==> config.mk <==
export PLATFORM = sky130hd
export DESIGN_NAME = fetchSteer
export DESIGN_NICKNAME = d
export VERILOG_FILES = /design/src/rtl/fetchSteerPkg.sv /design/src/rtl/fetchSteerCtrl.sv /design/src/rtl/fetchSteerPath.sv /design/src/rtl/fetchSteer.sv
export SDC_FILE = /design/constraint.sdc
export NUM_CORES = 1
export LEC_CHECK = 0
export ABC_CLOCK_PERIOD_IN_PS = 1530
export BUFFER_PORTS_ARGS = -buffer_cell sky130_fd_sc_hd__buf_4
export CAP_MARGIN = 20
export CORE_UTILIZATION = 25
export DETAILED_ROUTE_END_ITERATION = 10
export GPL_ROUTABILITY_DRIVEN = 0
export PLACE_DENSITY_LB_ADDON = 0.1
export SLEW_MARGIN = 10
export SYNTH_ARGS = -nofsm -noshare
export SYNTH_HDL_FRONTEND = slang
export SYNTH_SLANG_ARGS = --single-unit
==> constraint.sdc <==
create_clock -name clk -period 1.53 [get_ports clk]
set_input_delay 0.153 -clock clk [delete_from_list [all_inputs] [get_ports clk]]
set_output_delay 0.153 -clock clk [all_outputs]
set_load 0.02 [all_outputs]
==> src/rtl/fetchSteerPkg.sv <==
package fetchSteerPkg;
  localparam int SIZE_W = 3;

  typedef enum logic [1:0] {
    GATE_LOCKED = 2'd0,
    GATE_ARMED  = 2'd1,
    GATE_OPEN   = 2'd2
  } gateState_t;

  // Strobes from the unlock control to the size datapath
  typedef struct packed {
    logic              sizeLoad;
    logic [SIZE_W-1:0] sizeVal;
  } sizeStrobe_t;
endpackage

==> src/rtl/fetchSteerCtrl.sv <==
module fetchSteerCtrl
  import fetchSteerPkg::*;
#(
  parameter logic [7:0] KEY_FIRST  = 8'hAA,
  parameter logic [7:0] KEY_SECOND = 8'h55,
  parameter int         WINDOW     = 3
) (
  input  logic        clk,
  input  logic        rstN,
  input  logic        cycleEn,
  input  logic        regWrEn,
  input  logic        regWrSel,
  input  logic [7:0]  regWrData,
  output sizeStrobe_t strobe
);
  localparam int CNT_W = $clog2(WINDOW + 1);
  localparam logic [CNT_W-1:0] CNT_FULL = CNT_W'(WINDOW);

  gateState_t     gateState;
  logic [CNT_W-1:0] gateCnt;

  logic unlockWr;
  logic sizeWr;
  assign unlockWr = regWrEn && !regWrSel;
  assign sizeWr   = regWrEn && regWrSel;

  always_ff @(posedge clk or negedge rstN) begin
    if (!rstN) begin
      gateState <= GATE_LOCKED;
      gateCnt   <= '0;
    end else if (unlockWr) begin
      if (regWrData == KEY_FIRST) begin
        gateState <= GATE_ARMED;
        gateCnt   <= CNT_FULL;
      end else if (regWrData == KEY_SECOND && gateState == GATE_ARMED) begin
        gateState <= GATE_OPEN;
        gateCnt   <= CNT_FULL;
      end else begin
        gateState <= GATE_LOCKED;
        gateCnt   <= '0;
      end
    end else if (sizeWr) begin
      gateState <= GATE_LOCKED;
      gateCnt   <= '0;
    end else if (cycleEn && gateState != GATE_LOCKED) begin
      if (gateCnt <= CNT_W'(1)) begin
        gateState <= GATE_LOCKED;
        gateCnt   <= '0;
      end else begin
        gateCnt <= gateCnt - CNT_W'(1);
      end
    end
  end

  always_comb begin
    strobe.sizeLoad = sizeWr && (gateState == GATE_OPEN);
    strobe.sizeVal  = regWrData[SIZE_W-1:0];
  end
endmodule

==> src/rtl/fetchSteerPath.sv <==
module fetchSteerPath
  import fetchSteerPkg::*;
#(
  parameter int ADDR_W     = 16,
  parameter int BASE_LOG2  = 10,
  parameter int MAX_STEP   = 5,
  parameter int RESET_CODE = 5
) (
  input  logic              clk,
  input  logic              rstN,
  input  sizeStrobe_t       strobe,
  input  logic [ADDR_W-1:0] fetchAddr,
  input  logic              fetchValid,
  input  logic              extAccessN,
  output logic              romSel,
  output logic              extSel,
  output logic              progStoreN
);
  localparam int TIERS = MAX_STEP + 1;

  logic [SIZE_W-1:0] sizeReg;
  logic [TIERS-1:0]  fitsTier;
  logic [SIZE_W-1:0] effTier;
  logic              internalHit;

  always_ff @(posedge clk or negedge rstN) begin
    if (!rstN)                sizeReg <= SIZE_W'(RESET_CODE);
    else if (strobe.sizeLoad) sizeReg <= strobe.sizeVal;
  end

  // Tier k holds addresses below 2^(BASE_LOG2+k-1); tier 0 holds none
  assign fitsTier[0] = 1'b0;
  for (genvar k = 1; k < TIERS; k++) begin : gTier
    assign fitsTier[k] = (fetchAddr[ADDR_W-1:BASE_LOG2+k-1] == '0);
  end

  always_comb begin
    effTier = (sizeReg > SIZE_W'(MAX_STEP)) ? SIZE_W'(MAX_STEP) : sizeReg;
    internalHit = extAccessN && fitsTier[effTier];
    romSel      = fetchValid && internalHit;
    extSel      = fetchValid && !internalHit;
    progStoreN  = !extSel;
  end
endmodule

==> src/rtl/fetchSteer.sv <==
module fetchSteer
  import fetchSteerPkg::*;
#(
  parameter int ADDR_W     = 16,
  parameter int BASE_LOG2  = 10,
  parameter int MAX_STEP   = 5,
  parameter int RESET_CODE = 5,
  parameter int WINDOW     = 3
) (
  input  logic              clk,
  input  logic              rstN,
  input  logic              cycleEn,
  input  logic [ADDR_W-1:0] fetchAddr,
  input  logic              fetchValid,
  input  logic              extAccessN,
  input  logic              regWrEn,
  input  logic              regWrSel,
  input  logic [7:0]        regWrData,
  output logic              romSel,
  output logic              extSel,
  output logic              progStoreN
);
  sizeStrobe_t strobe;

  fetchSteerCtrl #(
    .KEY_FIRST (8'hAA),
    .KEY_SECOND(8'h55),
    .WINDOW    (WINDOW)
  ) ctrl (
    .clk      (clk),
    .rstN     (rstN),
    .cycleEn  (cycleEn),
    .regWrEn  (regWrEn),
    .regWrSel (regWrSel),
    .regWrData(regWrData),
    .strobe   (strobe)
  );

  fetchSteerPath #(
    .ADDR_W    (ADDR_W),
    .BASE_LOG2 (BASE_LOG2),
    .MAX_STEP  (MAX_STEP),
    .RESET_CODE(RESET_CODE)
  ) path (
    .clk       (clk),
    .rstN      (rstN),
    .strobe    (strobe),
    .fetchAddr (fetchAddr),
    .fetchValid(fetchValid),
    .extAccessN(extAccessN),
    .romSel    (romSel),
    .extSel    (extSel),
    .progStoreN(progStoreN)
  );
endmodule

* Word-level counts from Yosys, hierarchy flattened *
Index checks and enable logic that the tools add are counted.

operators by class
  $add $sub $neg = 1
  multiply operators = 0
  div/mod/pow operators = 0
  magnitude comparators = 3
  equality and inequality tests = 4
  shifts and indexed selects = 0
  multiplexer cells = 15
  bitwise logic cells = 0
  reductions and logical operators = 20

operators with widths
  operator             count
  $mux 2               12
  $eq 8x7->1 const B   1
  $eq 8x8->1 const B   1
  $logic_and 1x1->1    8
  $logic_not 6->1      1
  $reduce_bool 3->1    2
  $logic_not 5->1      1
  $logic_not 4->1      1
  $lt 3x4->1 const B   1
  $bmux 1 s3           1
  $gt 3x3->1 const B   1
  $logic_not 1->1      3
  $logic_not 3->1      1
  $mux 3               1
  $eq 2x1->1 const B   1
  $eq 2x2->1 const B   1
  $le 2x1->1 const B   1
  $logic_not 2->1      1
  $reduce_and 2->1     1
  $reduce_bool 2->1    1
  $sub 2x1->2 const B  1
  $mux 1               1

storage, ports and cells
  register bits = 7
  latch bits = 0
  bits in writable memories = 0
  bits in read-only memories = 0
  bits of input ports = 31
  output and inout port bits = 3
  logic and storage cells = 46
  memories kept = 0

* Logic depth before layout (Yosys ltp) *
  depth in word-level cells = 8
  gate-level depth with buffers = 4
  gate-level depth less buffers = 4

* By module *
A second synthesis with hierarchy kept.

unflattened totals
  cells, all modules = 47
  area total of the unflattened synthesis = 481.7 um2

modules (own cells, without submodules)
  module          times used  cells each  area each (um2)  sequential area each (um2)
  fetchSteerCtrl  1           28          284.0            100.1
  fetchSteerPath  1           19          197.7            77.6

* Worst setup path before layout *
OpenSTA, ideal clock, no wires.

  kind = register -> output
  start point = register path.sizeReg[0]
  end point = output port romSel
  data arrival time = 1,277 ps
  data required time = 1,377 ps
  slack = 100 ps
  cell stages (with the launch flop) = 5
  buffers on the path = 0
  cells stage by stage = dfstp_2 nor2b_1 o21ai_1 a221oi_1 and2_1

between the ends
  longest elaborated chain between the ends = 6

ends and longest elaborated chain
  what                              line                  source
  start, declared                   fetchSteerPath.sv:21  logic [SIZE_W-1:0] sizeReg;
  start signal, assigned            fetchSteerPath.sv:27  if (!rstN) sizeReg <= SIZE_W'(RESET_CODE);
  start signal, assigned            fetchSteerPath.sv:28  else if (strobe.sizeLoad) sizeReg <= strobe.sizeVal;
  $gt 3x3->1                        fetchSteerPath.sv:38  effTier = (sizeReg > SIZE_W'(MAX_STEP)) ? SIZE_W'(MAX_STEP) : sizeReg;
  $mux 3 (*)                        fetchSteerPath.sv:38
  $bmux 1 s3 (*)                    fetchSteerPath.sv:39  internalHit = extAccessN && fitsTier[effTier];
  $mux 1 (not written as such) (*)  fetchSteerPath.sv:39
  $logic_and 1x1->1 (*)             fetchSteerPath.sv:39
  $logic_and 1x1->1 (*)             fetchSteerPath.sv:40  romSel = fetchValid && internalHit;
  end, declared                     fetchSteer.sv:19      output logic romSel,

Every way passes the cells marked *; elsewhere a longest branch is shown, timed or not. The select of a mux whose other input is x is not followed.

* Final worst setup path *
Same ends and word-level chain as after synthesis.

==> summary.md <==
| Metric | Value |
|---|---|
| Cts bufs inserted | 3 |
| CP max stage cell | dfstp_2 |
| Fin. max-slew vios | 0 |
| Peak VDD IR | 0.559 mV |
| IO Count | 34 |
| Syn_nets | 74 |
| Cell Rows | 14 |
| Crit path kind | flop to output port |
| Max_slew headroom | 71.3% |
| Met1 WL | 485 µm |
| Area added between synthesis and finish | 57.4% |
| Grt ovf | 0 |
| Max Used Layer | met3 |
| Gate Count Post-Synth | 43 |
| Largest net degree at the start of global routing | 8 |
| Slowest stage delay, CP | 550 ps |
| CTS sink cnt | 7 |
| CP endpoint kind | output port |
| Primary FF master, synth | dfrtp_1 |
| Area leader, netlist | dfrtp_1 |
| Clk slew on worst S/H paths | 50 ps |
| Post-route clock period utilization | 114% |
| Die width | 43.1 µm |
| RSZ-0062 raised after global routing | true |
| Synth Area per Inst | 9.84 µm² |
| Yosys Warn Count | 0 |
| Final Cell Area | 666 µm² |
| Count of cell types in the netlist | 24 |
| Status | finished with violations |
| Synthesized area | 423 µm² |
| Maxcap violations | 0 |
| Seq/Total Area, Yosys | 42.0% |
| Lkg Pwr | 0.305 nW |
| Clock skew | 2.63 ps |
| Layout cell share with drive strength beyond 1 | 46.5% |
| Final setup violation count | 3 |
| Final worst slack | -214 ps |
| Post-synth EDFFs | 0 |
| Reg2Reg Setup Slack | 360 ps |
| Final hold vios | 0 |
| Vias in the first global route | 412 |
| Top cell type's share of synthesized area | 29.6% |
| Antenna Nets Post-Route | 0 |
| Worst-skew pair later-pin latency | 250 ps |
| DRC viols | 0 |
| Critical path startpoint category | flop |
| CTS tree | yes |
| N_diodes | 0 |
| Largest cells by area after synthesis | dfrtp_1 30%, dfstp_2 12%, mux2_2 5.3% |
| Routed WL | 1040 µm |
| Seq. cell area | 178 µm² |
| H-tree depth | 1 |
| Placed Area | 616 µm² |
| Most frequent cells in the layout | 21 x buf_4, 5 x dfrtp_1, 4 x nor2_1 |
| Register bit total from synthesis | 7 |
| Endpoint, Worst Hold | path.sizeReg[0] |
| Clk Tree Root Cell | clkbuf_4 |
| First-pass GRT wire length | 1660 µm |
| Crit path time final | 1740 ps |
| Initial antenna violation count | 0 |
| Data required time at the worst endpoint | 1380 ps |
| Die Height | 43.1 µm |
| Hold WC Path Type | input port to flop |
| Power Dens Cells | 653 nW/µm² |
| Met2 wire len | 485 µm |
| Reg-to-Reg End | ctrl.gateCnt[0] |
| DR WL met3 | 71 µm |
| Postcts setup bufs | 0 |
| Port bufs | 23 |
| Commonest non-fill, non-tap cell in the layout | buf_4 |
| NumNets Final | 103 |
| Multi-input logic area | 244 µm² |
| Vias per std cell | 4.78 |
| GRT Util Overall | 12.5% |
| Critical Path Fanout Max | 4 |
| FFs w/ async S/R, synth | 100% |
| # fillers | 155 |
| Failing checks | negative setup slack |
| DR WL/cell | 12.0 µm |
| Die Area | 1860 µm² |
| Worst-margin pin slew | 424 ps |
| HP Start | regWrData[0] |
| Clock tree buffer depth | 2 |
| Critical Path AT | 1590 ps |
| Crit-path cells | nor2b_1, o21ai_1, a221oi_2, and2_1, buf_6 |
| Core area | 1540 µm² |
| Highest clock rate | 0.573 GHz |
| Worst Hold Path Cells | 2 |
| TritonRoute pass-1 iters | 3 |
| Hpwl dp | 859 µm |
| Depth of the most critical reg-to-reg path | 3 |
| Vias | 416 |
| Total power | 0.000435 W |
| DRT iter0 DRCs | 7 |
| Starting Density | 27.4% |
| Worst r2r src | ctrl.gateState[1] |
==> synth_stat cells, types with 2 or more instances <==
cell      n
dfrtp_1   5
nor2_1    4
nand2_1   3
o21ai_0   3
a31oi_1   2
dfstp_2   2
inv_1     2
mux2_2    2
nand4b_1  2
nor2b_1   2
nor3_1    2
o21ai_1   2
==> metal layers <==
layer  up-vias  track usage [%]
li1        220                -
met1       178             14.7
met2        18             19.7
met3         0             6.38
met4         0             3.64
met5         -                0
==> report_power, final <==
part	switching, W	internal (W)
sequential	0.00000195	0.000188
clock	0.0000672	0.0000995
combinational	0.0000302	0.0000484
==> layout make-up <==
class | count | share of cell area [%]
timing repair buffer | 24 | 28.6
sequential | 7 | 26.7
inverter | 2 | 1.13
clock buffer | 4 | 3.95
multi-input combinational | 34 | 36.7
tap | 16 | 3.01
==> state kept, by name, indices dropped and copies added (netlist names) <==
register        flops
path.sizeReg        3
ctrl.gateCnt        2
ctrl.gateState      2
==> worst max-delay path by stage <==
stage / cells after the start / from / slack [ps] / endpoint
floorplan: 4 / path.sizeReg[0] / 100 / romSel
global placement: 5 / path.sizeReg[0] / -9 / romSel
global route: 5 / path.sizeReg[0] / -280 / romSel
detailed placement: 5 / path.sizeReg[0] / -30 / romSel
CTS: 5 / path.sizeReg[0] / -210 / romSel
finish: 5 / path.sizeReg[0] / -210 / romSel
==> worst max-delay path, delay by kind of cell, from the launching register on <==
family	cells	cell delay [ps]
AO/OA/AOI/OAI	2	360
AND/OR/NAND/NOR	2	320
buffers and inverters	1	120
flip-flops	1	550
==> repair_timing <==
action,4_1_cts,5_1_grt
gates resized for setup,2,1
endpoints found under the setup margin,3,3
hold endpoints to repair,7,0
hold buffers,1,0
pin swaps,0,2
==> cell families after synthesis <==
kind of cell	Yosys count	share of synthesized area, %
DFF	7	42.0
buffers and inverters	2	1.78
and+or+nand+nor	19	28.4
AOI/OAI and AO/OA	12	19.8
muxes	3	7.99
==> per-stage QoR <==
| stage | hold slack [ps] | utilization, % | setup slack, ps | std cells | TNS [ps] |
|---|---|---|---|---|---|
| final | 145 | 43.2 | -214 | 87 | -553 |
| after global routing | 146 | 43.2 | -281 | 87 | -796 |
| after detailed placement | -29.7 | 39.9 | -25.0 | 82 | -25.0 |
| after floorplan | -143 | - | 100 | 43 | 0 |
| after CTS | 145 | 42.9 | -208 | 87 | -536 |
| after global placement | -30.5 | 39.9 | -9.45 | 82 | -9.45 |
Power figures use the tool's default switching activity.
